<file path="config.mk">
export PLATFORM = sky130hd
export DESIGN_NAME = gpio_edge_bank
export DESIGN_NICKNAME = d
export VERILOG_FILES = /design/src/rtl/gpio_edge_pkg.sv /design/src/rtl/gpio_edge_sync.sv /design/src/rtl/gpio_edge_irq.sv /design/src/rtl/gpio_edge_bank.sv
export SDC_FILE = /design/constraint.sdc
export NUM_CORES = 1
export LEC_CHECK = 0
export BUFFER_PORTS_ARGS = -buffer_cell sky130_fd_sc_hd__buf_2
export CAP_MARGIN = 30
export CORE_ASPECT_RATIO = 0.5
export CORE_MARGIN = 5
export CORE_UTILIZATION = 30
export DETAILED_ROUTE_END_ITERATION = 7
export SKIP_LAST_GASP = 1
export SLEW_MARGIN = 20
export SYNTH_ARGS = -nofsm -noshare
export SYNTH_HDL_FRONTEND = slang
export SYNTH_HIERARCHICAL = 1
export SYNTH_SLANG_ARGS = --single-unit
export TNS_END_PERCENT = 50
</file>
<file path="constraint.sdc">
create_clock -name clk -period 3.7 [get_ports clk]
set_input_delay 0.555 -clock clk [delete_from_list [all_inputs] [get_ports clk]]
set_output_delay 0.555 -clock clk [all_outputs]
set_load 0.02 [all_outputs]
</file>
<file path="src/rtl/gpio_edge_pkg.sv">
package gpio_edge_pkg;
  localparam int BANK_W = 32;
  localparam int TOT_W  = 2 * BANK_W;

  // word indices, bit 0 selects the high bank
  localparam logic [1:0] GW_OE  = 2'd0;
  localparam logic [1:0] GW_IN  = 2'd2;
  localparam logic [1:0] GW_OUT = 2'd3;
  localparam logic [1:0] IW_EN  = 2'd0;
  localparam logic [1:0] IW_POL = 2'd1;
  localparam logic [1:0] IW_ST  = 2'd2;
  localparam logic [1:0] IW_WK  = 2'd3;

  function automatic logic [TOT_W-1:0] impl_mask(input int n);
    logic [TOT_W-1:0] m;
    m = '0;
    for (int i = 0; i < TOT_W; i++) if (i < n) m[i] = 1'b1;
    return m;
  endfunction

  function automatic logic [TOT_W-1:0] bank_write(input logic [TOT_W-1:0] cur,
                                                  input logic hi,
                                                  input logic [BANK_W-1:0] d);
    return hi ? {d, cur[BANK_W-1:0]} : {cur[TOT_W-1:BANK_W], d};
  endfunction

  function automatic logic [BANK_W-1:0] bank_pick(input logic [TOT_W-1:0] v,
                                                  input logic hi);
    return hi ? v[TOT_W-1:BANK_W] : v[BANK_W-1:0];
  endfunction
endpackage

</file>
<file path="src/rtl/gpio_edge_sync.sv">
module gpio_edge_sync #(
  parameter int NBITS = 64
) (
  input  logic             clk,
  input  logic             rst,
  input  logic [NBITS-1:0] raw,
  input  logic [NBITS-1:0] pol,
  output logic [NBITS-1:0] level,
  output logic [NBITS-1:0] hit
);
  for (genvar i = 0; i < NBITS; i++) begin : g_pin
    logic s1, s2, prev;
    always_ff @(posedge clk) begin
      if (rst) begin
        s1   <= 1'b0;
        s2   <= 1'b0;
        prev <= 1'b0;
      end else begin
        s1   <= raw[i];
        s2   <= s1;
        prev <= s2;
      end
    end
    assign level[i] = s2;
    // polarity 0: low-to-high, polarity 1: high-to-low
    assign hit[i] = pol[i] ? (prev & ~s2) : (s2 & ~prev);
  end
endmodule

</file>
<file path="src/rtl/gpio_edge_irq.sv">
module gpio_edge_irq import gpio_edge_pkg::*; #(
  parameter int NPINS = 36
) (
  input  logic              clk,
  input  logic              rst,
  input  logic              we,
  input  logic [2:0]        word,
  input  logic [BANK_W-1:0] wdata,
  input  logic [TOT_W-1:0]  hit,
  output logic [TOT_W-1:0]  en_q,
  output logic [TOT_W-1:0]  pol_q,
  output logic [TOT_W-1:0]  st_q,
  output logic [TOT_W-1:0]  wk_q,
  output logic              irq_q,
  output logic              wake_q
);
  localparam logic [TOT_W-1:0] IMPL = impl_mask(NPINS);

  logic [TOT_W-1:0] clr_vec;
  logic             hi;

  assign hi      = word[0];
  assign clr_vec = (we && word[2:1] == IW_ST) ? bank_write('0, hi, wdata) : '0;

  always_ff @(posedge clk) begin
    if (rst) begin
      en_q   <= '0;
      pol_q  <= '0;
      st_q   <= '0;
      wk_q   <= '0;
      irq_q  <= 1'b0;
      wake_q <= 1'b0;
    end else begin
      if (we) begin
        case (word[2:1])
          IW_EN:   en_q  <= bank_write(en_q,  hi, wdata) & IMPL;
          IW_POL:  pol_q <= bank_write(pol_q, hi, wdata) & IMPL;
          IW_WK:   wk_q  <= bank_write(wk_q,  hi, wdata) & IMPL;
          default: ;
        endcase
      end
      // a new edge wins over a clear in the same cycle
      st_q   <= ((st_q & ~clr_vec) | hit) & IMPL;
      irq_q  <= |(st_q & en_q);
      wake_q <= |(st_q & wk_q);
    end
  end

  assert_edge_latched_R4: assert property (@(posedge clk) disable iff (rst)
    (hit != '0) |=> ((st_q & $past(hit & IMPL)) == $past(hit & IMPL)));

  assert_status_sticky_R6: assert property (@(posedge clk) disable iff (rst)
    ((~st_q & $past(st_q) & ~$past(clr_vec)) == '0));

  assert_irq_needs_enable_R7: assert property (@(posedge clk) disable iff (rst)
    ($past(en_q) == '0) |-> !irq_q);

  assert_wake_needs_bit_R8: assert property (@(posedge clk) disable iff (rst)
    ($past(wk_q) == '0) |-> !wake_q);
endmodule

</file>
<file path="src/rtl/gpio_edge_bank.sv">
module gpio_edge_bank import gpio_edge_pkg::*; #(
  parameter int NPINS = 36
) (
  input  logic              clk,
  input  logic              rst,
  input  logic              bus_win,
  input  logic [2:0]        bus_addr,
  input  logic              bus_we,
  input  logic [BANK_W-1:0] bus_wdata,
  output logic [BANK_W-1:0] bus_rdata,
  input  logic [NPINS-1:0]  pin_in,
  output logic [NPINS-1:0]  pin_out,
  output logic [NPINS-1:0]  pin_oe,
  output logic              irq_out,
  output logic              wake_out
);
  localparam logic [TOT_W-1:0] IMPL = impl_mask(NPINS);

  logic [TOT_W-1:0]  oe_q, ov_q, pin_w, level_w, hit_w;
  logic [TOT_W-1:0]  en_w, pol_w, st_w, wk_w;
  logic [BANK_W-1:0] rd_n, rd_q;
  logic              hi, gpio_we, irq_we;

  assign hi      = bus_addr[0];
  assign gpio_we = bus_we & ~bus_win;
  assign irq_we  = bus_we &  bus_win;

  always_comb begin
    pin_w = '0;
    pin_w[NPINS-1:0] = pin_in;
  end

  gpio_edge_sync #(.NBITS(TOT_W)) u_sync (
    .clk   (clk),
    .rst   (rst),
    .raw   (pin_w),
    .pol   (pol_w),
    .level (level_w),
    .hit   (hit_w)
  );

  gpio_edge_irq #(.NPINS(NPINS)) u_irq (
    .clk    (clk),
    .rst    (rst),
    .we     (irq_we),
    .word   (bus_addr),
    .wdata  (bus_wdata),
    .hit    (hit_w),
    .en_q   (en_w),
    .pol_q  (pol_w),
    .st_q   (st_w),
    .wk_q   (wk_w),
    .irq_q  (irq_out),
    .wake_q (wake_out)
  );

  // pin control registers; input-value words are read-only
  always_ff @(posedge clk) begin
    if (rst) begin
      oe_q <= '0;
      ov_q <= '0;
    end else if (gpio_we) begin
      case (bus_addr[2:1])
        GW_OE:   oe_q <= bank_write(oe_q, hi, bus_wdata) & IMPL;
        GW_OUT:  ov_q <= bank_write(ov_q, hi, bus_wdata) & IMPL;
        default: ;
      endcase
    end
  end

  always_comb begin
    rd_n = '0;
    if (!bus_win) begin
      case (bus_addr[2:1])
        GW_OE:   rd_n = bank_pick(oe_q, hi);
        GW_IN:   rd_n = bank_pick(level_w & IMPL, hi);
        GW_OUT:  rd_n = bank_pick(ov_q, hi);
        default: rd_n = '0;
      endcase
    end else begin
      case (bus_addr[2:1])
        IW_EN:   rd_n = bank_pick(en_w, hi);
        IW_POL:  rd_n = bank_pick(pol_w, hi);
        IW_ST:   rd_n = bank_pick(st_w, hi);
        default: rd_n = bank_pick(wk_w, hi);
      endcase
    end
  end

  always_ff @(posedge clk) begin
    if (rst) rd_q <= '0;
    else     rd_q <= rd_n;
  end

  assign bus_rdata = rd_q;
  assign pin_oe    = oe_q[NPINS-1:0];
  assign pin_out   = ov_q[NPINS-1:0];

  assert_unimpl_zero_R9: assert property (@(posedge clk) disable iff (rst)
    (((oe_q | ov_q | en_w | pol_w | st_w | wk_w) & ~IMPL) == '0));
endmodule

</file>
==> flow_metrics.env <==
export IMPL_outcome="finished clean"
export IMPL_cap_violations=0
export IMPL_place_hpwl_um=31600
export IMPL_cts_tree="yes"
export IMPL_layout_drive_gt1_share_pct=15.3
export IMPL_synth_area_um2=16200
export IMPL_critPathKind="in2reg"
export IMPL_cp_max_fo=29
export IMPL_postCtsSetupRepairBufs=0
export IMPL_grt_pass1_vias=12100
export IMPL_cts_clk_slew_worst_paths_ps=60
export IMPL_p_per_area_nw_per_um2=462
export IMPL_slew_viol_final=0
export IMPL_whs_endpoint="u_sync/g_pin[23].s1$_SDFF_PP0_"
export IMPL_drtIter0Drc=1114
export IMPL_dp_cells=2634
export IMPL_total_power_uw=8360
export IMPL_n_antenna_cell=0
export IMPL_core_um2=53600
export IMPL_grtUsageMet1_pct=19.9
export IMPL_cts_buffer_depth=3
export IMPL_clkSinkCount=358
export IMPL_crit_arrival_ps=2610
export IMPL_hp_start="pin_in[23]"
export IMPL_routed_wl_um=46600
export IMPL_hold_buffers=0
export IMPL_htreeDepth=2
export IMPL_crit_path_end_kind="flop"
export IMPL_die_h_um=174
export IMPL_grt_overflow=0
export IMPL_wire_per_inst_um=17.3
export IMPL_fin_util_pct=33.7
export IMPL_finalCriticalPeriod_ps=2220
export IMPL_hold_viol_final=0
export IMPL_antenna_found_initial=0
export IMPL_tns_ps=0
export IMPL_io_pins=181
export IMPL_multi_input_area_um2=7720
export IMPL_grt_max_degree=138
export IMPL_slew_headroom_pct=37.2
export IMPL_antenna_left=0
export IMPL_hp_class="in2reg"
export IMPL_worstHoldPathCells=2
export IMPL_gp_congestion=0.854
export IMPL_grt_pass1_wl_um=71200
export IMPL_p_leak_uw=0.00700
export IMPL_start_util_pct=30.3
export IMPL_finalSetupViolCount=0
export IMPL_cts_buffers=37
export IMPL_crit_required_ps=4090
export IMPL_reg2reg_from="u_irq/st_q[25]$_SDFF_PP0_"
export IMPL_area_growth_pct=11.5
export IMPL_r2r_cells=4
export IMPL_syn_inst=1876
export IMPL_skew_ps=11.0
export IMPL_post_cts_resized=0
export IMPL_num_rows=60
export IMPL_dr_pass1_iters=5
export IMPL_synth_avg_cell_area_um2=8.65
export IMPL_viasPerCell=4.78
export IMPL_met2_usage_pct=25.2
export IMPL_r2r_end="u_irq/irq_q$_SDFF_PP0_"
export IMPL_die_w_um=339
export IMPL_drc=0
export IMPL_fin_crit_sh_pct=60.1
export IMPL_start_kind="primary input"
export IMPL_grt_busiest_layer="met2"
export IMPL_clock_latency_ps=520
export IMPL_final_cells=2697
export IMPL_die_area_um2=59100
export IMPL_layout_nets=2035
export IMPL_num_vias=12900
export IMPL_worstMarginPinSlew_ps=938
export IMPL_fillers=5573
export IMPL_yosys_warnings=6
export IMPL_max_vdd_ir_drop_mv=0.280
export IMPL_ff_latch_area_um2=7170
export IMPL_cts_root_buf="clkbuf_16"
export IMPL_rsz0062_at_grt="false"
export IMPL_grtUsageTotal_pct=15.0
export IMPL_fmax_mhz=450
export IMPL_grt_use_met3_pct=2.35
export IMPL_rrSetupSlack_ps=2100
export IMPL_port_buffers=180
## placed cells by master (no fill, tap or decap), types with 8 or more instances in the layout
cell / n
nand2_1: 405
dfxtp_1: 358
a21oi_1: 236
buf_2: 177
mux2i_1: 116
nor2b_1: 114
conb_1: 112
nor2_1: 86
a22oi_1: 54
o22ai_1: 48
nand2b_1: 39
clkbuf_16: 37
mux4_2: 28
o211ai_1: 28
buf_4: 27
o21ai_0: 20
o21ai_1: 20
clkbuf_1: 9
clkinv_2: 8
## metrics by stage
stage / area [um^2] / hold slack [ps] / setup WS [ps]
finish: 18100 / 241 / 1480
global placement: 16900 / 418 / 1030
global route: 18100 / 233 / 1340
detailed placement: 16900 / 427 / 943
floorplan: 16600 / 414 / 1960
CTS: 18100 / 219 / 1520
## registers in the layout, indices dropped and copies added (netlist names)
name and cells:
oe_q 36, ov_q 36, bus_rdata 32, u_sync/g_pin.s1 36
u_irq/wk_q 36, u_irq/pol_q 36, u_irq/en_q 36, u_irq/wake_q 1
u_irq/irq_q 1, u_sync/g_pin.s2 36, u_irq/st_q 36, u_sync/g_pin.prev 36
## final cells by class
| class | count | share of cell area, % |
|---|---|---|
| clock buffers | 52 | 5.76 |
| clock inverters | 11 | 0.595 |
| multi-input cells | 1355 | 42.7 |
| well taps | 713 | 4.93 |
| flip-flops and latches | 358 | 39.6 |
| repair buffers | 208 | 6.38 |
## worst max-delay path: stages
cell and delay (ps):
buf_2 300, buf_4 320, nor2b_2 180, buf_4 380, or3_4 230, or2_1 100, buf_4 350, o21ai_0 160
## report_power, final
group / internal, uW / leakage (uW) / total [uW] / switching, uW
Combinational: 255 / 0.00352 / 664 / 409
Sequential: 3970 / 0.00291 / 4070 / 99.9
Clock: 2100 / 0.000569 / 3630 / 1530
Total: 6320 / 0.00700 / 8360 / 2040
## worst max path at each step
stage	cells after the start	to	slack (ps)	from
finish	8	bus_rdata[5]$_SDFF_PP0_	1480	bus_addr[1]
global route	8	bus_rdata[6]$_SDFF_PP0_	1340	bus_addr[1]
CTS	8	bus_rdata[5]$_SDFF_PP0_	1520	bus_addr[1]
detailed placement	8	bus_rdata[5]$_SDFF_PP0_	940	bus_addr[1]
global placement	8	bus_rdata[8]$_SDFF_PP0_	1030	bus_addr[1]
floorplan	5	bus_rdata[10]$_SDFF_PP0_	1960	bus_addr[0]
## layer usage
layer / share of wire (%) / vias up
li1: - / 6290
met1: 44 / 6184
met2: 48 / 345
met3: 5.4 / 67
met4: 2.8 / 0
met5: 0 / -
Power figures use the tool's default switching activity.
